`src/rtl/gpio_bank_pkg.sv`:
```
package gpio_bank_pkg;
  localparam int NPIN  = 30;
  localparam int NBANK = 3;
  localparam int DW    = 32;
  localparam int AW    = 8;

  typedef enum logic [3:0] {
    GRP_DIR  = 4'h0,
    GRP_POL  = 4'h2,
    GRP_TYP  = 4'h3,
    GRP_IEN  = 4'h4,
    GRP_STS  = 4'h5,
    GRP_MODE = 4'h6,
    GRP_DIN  = 4'h7,
    GRP_DOUT = 4'h8
  } grp_e;

  typedef logic [NPIN-1:0] pinvec_t;

  typedef struct packed {
    pinvec_t dir;
    pinvec_t pol;
    pinvec_t typ;
    pinvec_t ien;
    pinvec_t sts;
    pinvec_t mode;
    pinvec_t din;
    pinvec_t dout;
  } bank_view_t;

  // detection per pin: level match, or level match reached by a change
  function automatic pinvec_t hit_vec(pinvec_t cur, pinvec_t prev,
                                      pinvec_t typ, pinvec_t pol);
    pinvec_t lvl;
    pinvec_t edg;
    lvl = ~(cur ^ pol);
    edg = (cur ^ prev) & lvl;
    return (typ & edg) | (~typ & lvl);
  endfunction

  function automatic logic [DW-1:0] widen(pinvec_t v);
    return {{(DW-NPIN){1'b0}}, v};
  endfunction

  function automatic pinvec_t pick_group(bank_view_t v, logic [3:0] g);
    case (g)
      GRP_DIR:  return v.dir;
      GRP_POL:  return v.pol;
      GRP_TYP:  return v.typ;
      GRP_IEN:  return v.ien;
      GRP_STS:  return v.sts;
      GRP_MODE: return v.mode;
      GRP_DIN:  return v.din;
      GRP_DOUT: return v.dout;
      default:  return '0;
    endcase
  endfunction
endpackage

```
`src/rtl/gpio_sync2.sv`:
```
module gpio_sync2 #(
  parameter int W = 30
) (
  input  logic         clk,
  input  logic         rst_n,
  input  logic [W-1:0] d,
  output logic [W-1:0] q
);
  logic [W-1:0] meta;

  always_ff @(posedge clk) begin
    if (!rst_n) begin
      meta <= '0;
      q    <= '0;
    end else begin
      meta <= d;
      q    <= meta;
    end
  end
endmodule

```
`src/rtl/gpio_irq_unit.sv`:
```
module gpio_irq_unit
  import gpio_bank_pkg::*;
(
  input  logic    clk,
  input  logic    rst_n,
  input  pinvec_t sync_in,
  input  pinvec_t typ,
  input  pinvec_t pol,
  input  pinvec_t ien,
  input  pinvec_t dir,
  input  logic    sts_we,
  input  pinvec_t wdata,
  output pinvec_t sts,
  output logic    irq
);
  pinvec_t prev;
  pinvec_t hit;
  pinvec_t set_evt;
  pinvec_t clr_mask;

  assign hit      = hit_vec(sync_in, prev, typ, pol);
  assign set_evt  = ien & hit;
  assign clr_mask = {NPIN{sts_we}} & ~wdata;

  always_ff @(posedge clk) begin
    if (!rst_n) begin
      prev <= '0;
      sts  <= '0;
    end else begin
      prev <= sync_in;
      sts  <= (sts & ~clr_mask) | set_evt;
    end
  end

  assign irq = |(dir & sts & ien);


  sts_needs_enable_chk: assert property (@(posedge clk) disable iff (!rst_n)
    ((sts & ~$past(sts) & ~$past(ien)) == '0));


  sts_sticky_chk: assert property (@(posedge clk) disable iff (!rst_n)
    ((($past(sts) & ~$past(clr_mask)) & ~sts) == '0));


  edge_needs_change_chk: assert property (@(posedge clk) disable iff (!rst_n)
    ((sts & ~$past(sts) & $past(typ) & ~($past(sync_in) ^ $past(prev))) == '0));
endmodule

```
`src/rtl/gpio_bank_slice.sv`:
```
module gpio_bank_slice
  import gpio_bank_pkg::*;
(
  input  logic       clk,
  input  logic       rst_n,
  input  logic       wr_en,
  input  logic [3:0] wr_grp,
  input  pinvec_t    wdata,
  input  pinvec_t    pad_in,
  input  pinvec_t    alt_out,
  input  pinvec_t    alt_oe,
  output pinvec_t    pad_out,
  output pinvec_t    pad_oe,
  output logic       irq,
  output bank_view_t view
);
  pinvec_t dir, pol, typ, ien, mode, dout;
  pinvec_t din_s;
  pinvec_t sts;
  logic    sts_we;

  gpio_sync2 #(.W(NPIN)) u_sync (
    .clk  (clk),
    .rst_n(rst_n),
    .d    (pad_in),
    .q    (din_s)
  );

  always_ff @(posedge clk) begin
    if (!rst_n) begin
      dir  <= '1;
      pol  <= '0;
      typ  <= '0;
      ien  <= '0;
      mode <= '0;
      dout <= '0;
    end else if (wr_en) begin
      case (wr_grp)
        GRP_DIR:  dir  <= wdata;
        GRP_POL:  pol  <= wdata;
        GRP_TYP:  typ  <= wdata;
        GRP_IEN:  ien  <= wdata;
        GRP_MODE: mode <= wdata;
        GRP_DOUT: dout <= wdata;
        default: ;
      endcase
    end
  end

  assign sts_we = wr_en && (wr_grp == GRP_STS);

  gpio_irq_unit u_irq (
    .clk    (clk),
    .rst_n  (rst_n),
    .sync_in(din_s),
    .typ    (typ),
    .pol    (pol),
    .ien    (ien),
    .dir    (dir),
    .sts_we (sts_we),
    .wdata  (wdata),
    .sts    (sts),
    .irq    (irq)
  );

  assign pad_out = (mode & dout) | (~mode & alt_out);
  assign pad_oe  = (mode & ~dir) | (~mode & alt_oe);

  assign view = '{dir: dir, pol: pol, typ: typ, ien: ien, sts: sts,
                  mode: mode, din: din_s, dout: dout};
endmodule

```
`src/rtl/gpio_bank_ctrl.sv`:
```
module gpio_bank_ctrl
  import gpio_bank_pkg::*;
(
  input  logic                  clk,
  input  logic                  rst_n,
  input  logic                  bus_sel,
  input  logic                  bus_we,
  input  logic [AW-1:0]         bus_addr,
  input  logic [DW-1:0]         bus_wdata,
  output logic [DW-1:0]         bus_rdata,
  input  logic [NBANK*NPIN-1:0] pad_in,
  input  logic [NBANK*NPIN-1:0] alt_out,
  input  logic [NBANK*NPIN-1:0] alt_oe,
  output logic [NBANK*NPIN-1:0] pad_out,
  output logic [NBANK*NPIN-1:0] pad_oe,
  output logic [NBANK-1:0]      bank_irq
);
  localparam int BSEL_W = 2;

  logic [BSEL_W-1:0] bank_idx;
  logic [3:0]        grp;
  logic              rd_stb;
  logic              wr_stb;
  bank_view_t        views [NBANK];
  pinvec_t           rd_pick;

  assign bank_idx = bus_addr[3:2];
  assign grp      = bus_addr[7:4];
  assign rd_stb   = bus_sel && !bus_we;
  assign wr_stb   = bus_sel && bus_we;

  for (genvar b = 0; b < NBANK; b++) begin : g_bank
    gpio_bank_slice u_slice (
      .clk    (clk),
      .rst_n  (rst_n),
      .wr_en  (wr_stb && (bank_idx == BSEL_W'(b))),
      .wr_grp (grp),
      .wdata  (bus_wdata[NPIN-1:0]),
      .pad_in (pad_in[b*NPIN +: NPIN]),
      .alt_out(alt_out[b*NPIN +: NPIN]),
      .alt_oe (alt_oe[b*NPIN +: NPIN]),
      .pad_out(pad_out[b*NPIN +: NPIN]),
      .pad_oe (pad_oe[b*NPIN +: NPIN]),
      .irq    (bank_irq[b]),
      .view   (views[b])
    );
  end

  always_comb begin
    rd_pick = '0;
    for (int b = 0; b < NBANK; b++) begin
      if (bank_idx == BSEL_W'(b)) rd_pick = pick_group(views[b], grp);
    end
  end

  always_ff @(posedge clk) begin
    if (!rst_n)      bus_rdata <= '0;
    else if (rd_stb) bus_rdata <= widen(rd_pick);
  end


  rdata_hold_chk: assert property (@(posedge clk) disable iff (!rst_n)
    !rd_stb |=> $stable(bus_rdata));
endmodule

```
`config.mk`:
```
export PLATFORM = sky130hd
export DESIGN_NAME = gpio_bank_ctrl
export DESIGN_NICKNAME = d
export VERILOG_FILES = /design/src/rtl/gpio_bank_pkg.sv /design/src/rtl/gpio_sync2.sv /design/src/rtl/gpio_irq_unit.sv /design/src/rtl/gpio_bank_slice.sv /design/src/rtl/gpio_bank_ctrl.sv
export SDC_FILE = /design/constraint.sdc
export NUM_CORES = 2
export LEC_CHECK = 0
export BUFFER_PORTS_ARGS = -buffer_cell sky130_fd_sc_hd__buf_2
export CAP_MARGIN = 40
export CORE_ASPECT_RATIO = 1.25
export CORE_MARGIN = 3
export CORE_UTILIZATION = 40
export DETAILED_ROUTE_END_ITERATION = 8
export PLACE_DENSITY = 0.63
export SYNTH_ARGS = -nofsm -noshare
export SYNTH_HDL_FRONTEND = slang
export SYNTH_SLANG_ARGS = --single-unit
export TNS_END_PERCENT = 1
```
`constraint.sdc`:
```
create_clock -name clk -period 6 [get_ports clk]
set_input_delay 1.2 -clock clk [delete_from_list [all_inputs] [get_ports clk]]
set_output_delay 1.2 -clock clk [all_outputs]
set_load 0.01 [all_outputs]
```
==> Implementation_results.wiki <==
{| class="wikitable"
! Metric !! Value
|-
| Cells on Worst Hold Path || 1
|-
| Clock network latency to the later pin of the worst-skew pair || 0.72 ns
|-
| Area of the mapped netlist || 0.0421 mm^2
|-
| Final GP Congestion || 0.991
|-
| Clock tree from TritonCTS || yes
|-
| Leak Pwr || 18.5 nW
|-
| Pin count of the biggest net entering global routing || 244
|-
| Setup-failing EPs final || 0
|-
| Synth area leaders || sky130_fd_sc_hd__dfxtp_1 (44%), sky130_fd_sc_hd__nand2_1 (11%), sky130_fd_sc_hd__a21boi_0 (9.0%), sky130_fd_sc_hd__mux2i_1 (4.3%), sky130_fd_sc_hd__and2_1 (4.1%)
|-
| Quantity of I/O buffers inserted on ports || 522
|-
| Max cap viols || 0
|-
| Count of boundary I/O pins || 529
|-
| Number of search-and-repair iterations in the first detailed-routing pass || 6
|-
| WL final || 188000 um
|-
| Clock root buffer master || sky130_fd_sc_hd__clkbuf_16
|-
| Final Critical Period || 3.91 ns
|-
| Share of the clock period used by the worst path after layout || 65.1%
|-
| Synth area leader || sky130_fd_sc_hd__dfxtp_1
|-
| Die outline area || 0.109 mm^2
|-
| Starting DRC count in detailed routing || 5438
|-
| Headroom to the max-slew limit || 29.7%
|-
| Sw Pwr || 3.51 mW
|-
| Starting utilization of the core area || 40.5%
|-
| Capturing element type of the critical path || flop
|-
| Number of slew-limit violations in the final report || 0
|-
| Half-perimeter wire length after detailed placement || 131000 um
|-
| Most used flip-flop cell after synthesis || sky130_fd_sc_hd__dfxtp_1
|-
| Global-route wire length before repair || 264000 um
|-
| Worst slew pin tran || 1.05 ns
|-
| Max VDD drop || 223 uV
|-
| Die X-Extent || 296 um
|-
| Post-layout util || 47.6%
|-
| Count of unique library cells instantiated by Yosys || 74
|-
| Longest Clk Path Bufs || 3
|-
| Switching Share || 25.1%
|-
| Total of warnings raised by yosys || 0
|-
| Kind of critical path || in -> reg
|-
| Post-synth top area share || 44.2%
|-
| Post-layout instance count excluding filler cells || 6853
|-
| Die boundary height || 369 um
|-
| Maximum fanout encountered on the critical timing path || 44
|-
| Reg clk slew, reported paths || 0.06 ns
|-
| EDFF count, synth || 0
|-
| Sort of element at the start of the critical path || primary input
|-
| RSZ-0062 raised after global routing || no
|-
| Initial antenna violation count || 12
|-
| Gate count of the mapped netlist || 5049
|-
| Sequential share of power || 45.3%
|-
| Required time at the worst-slack endpoint || 6.64 ns
|-
| Class of the tightest hold or removal check || reg -> reg
|-
| Count of placed standard cells including taps || 6670
|-
| Share of cells above drive strength 1 || 18.3%
|-
| Synthesized area per cell || 8.34 um^2
|-
| Combinational fraction of design power || 8.0%
|-
| Clk network pwr share || 46.6%
|-
| FMAX || 256 MHz
|-
| FF-to-FF path depth || 4
|-
| Power Internal || 10.4 mW
|-
| H-tree level count || 3
|-
| CTS resizes || 0
|-
| FF+latch count, synth || 930
|-
| Cts hold-fix bufs || 0
|-
| Power per cell area || 282 mW/mm^2
|-
| Total setup buffers inserted after CTS || 0
|-
| Number of remaining DRC errors || 0
|-
| Endpoint arrival time on the critical path || 4.55 ns
|-
| Vias in the first global route || 37200
|-
| Signed area change from the synthesized netlist to the final layout || 17.6%
|-
| Number of nets still failing antenna checks after routing || 0
|-
| Number of nets at the end of the flow || 5744
|-
| Clock sinks || 930
|-
| Most frequent cells after synthesis || sky130_fd_sc_hd__nand2_1 (1258), sky130_fd_sc_hd__dfxtp_1 (930), sky130_fd_sc_hd__a21boi_0 (503)
|-
| Final Skew || 0.0387 ns
|-
| Async S/R FF share, synth || 0%
|-
| Aggregate global-route resource usage || 33.2%
|-
| Sequential element share of the synthesized area || 44.2%
|-
| Most numerous cell in the Yosys netlist || sky130_fd_sc_hd__nand2_1
|-
| Status || finished, final reports clean
|-
| Total global routing overflow || 0
|-
| Final count of hold timing violations || 0
|-
| CORE AREA || 0.104 mm^2
|-
| Routed wirelength normalized by instance count || 27.5 um
|-
| Accumulated negative setup slack || 0 ns
|-
| Via count normalized by instance count || 5.89
|-
| Total via count after detailed routing || 40400
|-
| TritonCTS buffer count || 95
|-
| Total number of placement rows || 132
|}
[critical path: stages]
cell                      delay, ns
sky130_fd_sc_hd__buf_4         0.67
sky130_fd_sc_hd__buf_4         0.44
sky130_fd_sc_hd__nor2b_2       0.78
sky130_fd_sc_hd__a22oi_1       0.14
sky130_fd_sc_hd__o22ai_1       0.21
sky130_fd_sc_hd__a21oi_1       0.11
sky130_fd_sc_hd__o22ai_1       0.47
sky130_fd_sc_hd__buf_4         0.29
sky130_fd_sc_hd__a32o_1        0.17
[power groups by stage]
stage	logic (mW)	registers, mW	clock network, mW
after floorplan	0.551	6.44	0
after global placement	1.06	6.46	0
after detailed placement	1.07	6.46	0
after CTS	1.07	6.33	6.53
after global routing	1.14	6.33	6.78
final	1.12	6.33	6.51
[area by class of cell]
cell class,count,area (um^2)
Clock buffer,130,2720
Inverter,96,360
Tap cell,1340,1680
Sequential cell,930,18600
Fill cell,10000,54500
Clock inverter,45,663
Multi-Input combinational cell,3630,21600
Antenna cell,5,12.5
Timing Repair Buffer,677,3940
[per-layer routing]
metal  GRT usage [%]  up-vias  part of all wire [%]
met2            49.3     2677                    42
met4            25.5        4                   9.3
li1                -    18000                     -
met1            41.1    18900                    37
met5               0        -                 0.014
met3            8.52      689                    12
[cell usage in the layout (no fill, tap or decap), types with 55 or more instances in the layout]
| cell | instances |
|---|---|
| sky130_fd_sc_hd__and2_1 | 274 |
| sky130_fd_sc_hd__xnor2_1 | 56 |
| sky130_fd_sc_hd__buf_2 | 522 |
| sky130_fd_sc_hd__nor2_1 | 60 |
| sky130_fd_sc_hd__nand2_1 | 1252 |
| sky130_fd_sc_hd__a21boi_0 | 503 |
| sky130_fd_sc_hd__dfxtp_1 | 930 |
| sky130_fd_sc_hd__inv_1 | 93 |
| sky130_fd_sc_hd__mux2_2 | 111 |
| sky130_fd_sc_hd__buf_4 | 142 |
| sky130_fd_sc_hd__a21oi_1 | 123 |
| sky130_fd_sc_hd__o22ai_1 | 55 |
| sky130_fd_sc_hd__mux2i_1 | 181 |
| sky130_fd_sc_hd__nor3_1 | 77 |
| sky130_fd_sc_hd__nor2b_1 | 70 |
| sky130_fd_sc_hd__clkbuf_16 | 96 |
| sky130_fd_sc_hd__o21ai_0 | 195 |
| sky130_fd_sc_hd__nand3_1 | 210 |
| sky130_fd_sc_hd__a22oi_1 | 141 |
[cell families (layout without fill, tap and decap cells)]
kind of cell           Yosys count  after routing  synth area share (%)
other                            1              7               0.00890
multiplexers                   298            298                  7.59
buffers and inverters          490            948                  4.98
AO/OA/AOI/OAI                 1240           1240                  20.5
flip-flops                     930            930                  44.2
XOR/XNOR                        56             56                  1.16
AND/OR/NAND/NOR               2034           2034                  21.6
[stage by stage]
| step | total power [mW] | cell area (um^2) | worst slack [ns] | hold WS, ns |
|---|---|---|---|---|
| 2_1_floorplan | 6.99 | 42100 | 3.21 | 0.412 |
| 3_3_place_gp | 7.52 | 46000 | 1.48 | 0.415 |
| 3_5_place_dp | 7.53 | 46100 | 1.53 | 0.417 |
| 4_1_cts | 13.9 | 49500 | 2.25 | 0.432 |
| 5_1_grt | 14.3 | 49500 | 2.12 | 0.440 |
| 6_report | 14.0 | 49500 | 2.09 | 0.430 |
[state kept, by name (all words and copies together), names as in the netlist]
register and flops:
g_bank.u_slice.ien 90, g_bank.u_slice.u_sync.q 90, g_bank.u_slice.dir 90, g_bank.u_slice.typ 90, g_bank.u_slice.mode 90, g_bank.u_slice.u_sync.meta 90
g_bank.u_slice.u_irq.prev 90, g_bank.u_slice.u_irq.sts 90, bus_rdata 30, g_bank.u_slice.dout 90, g_bank.u_slice.pol 90
[path summary, 6_finish.rpt]
kind / from / to / slack (ns)
worst max-delay path: bus_addr[4] / bus_rdata[4] / 2.09
worst min-delay path: g_bank[1].u_slice.u_sync.meta[4] / g_bank[1].u_slice.u_sync.q[4] / 0.43
worst max register to register: g_bank[0].u_slice.mode[29] / bus_rdata[29] / 3.73
worst min register to register: g_bank[1].u_slice.u_sync.meta[4] / g_bank[1].u_slice.u_sync.q[4] / 0.43
No activity file was read; power rests on OpenSTA's default activity.
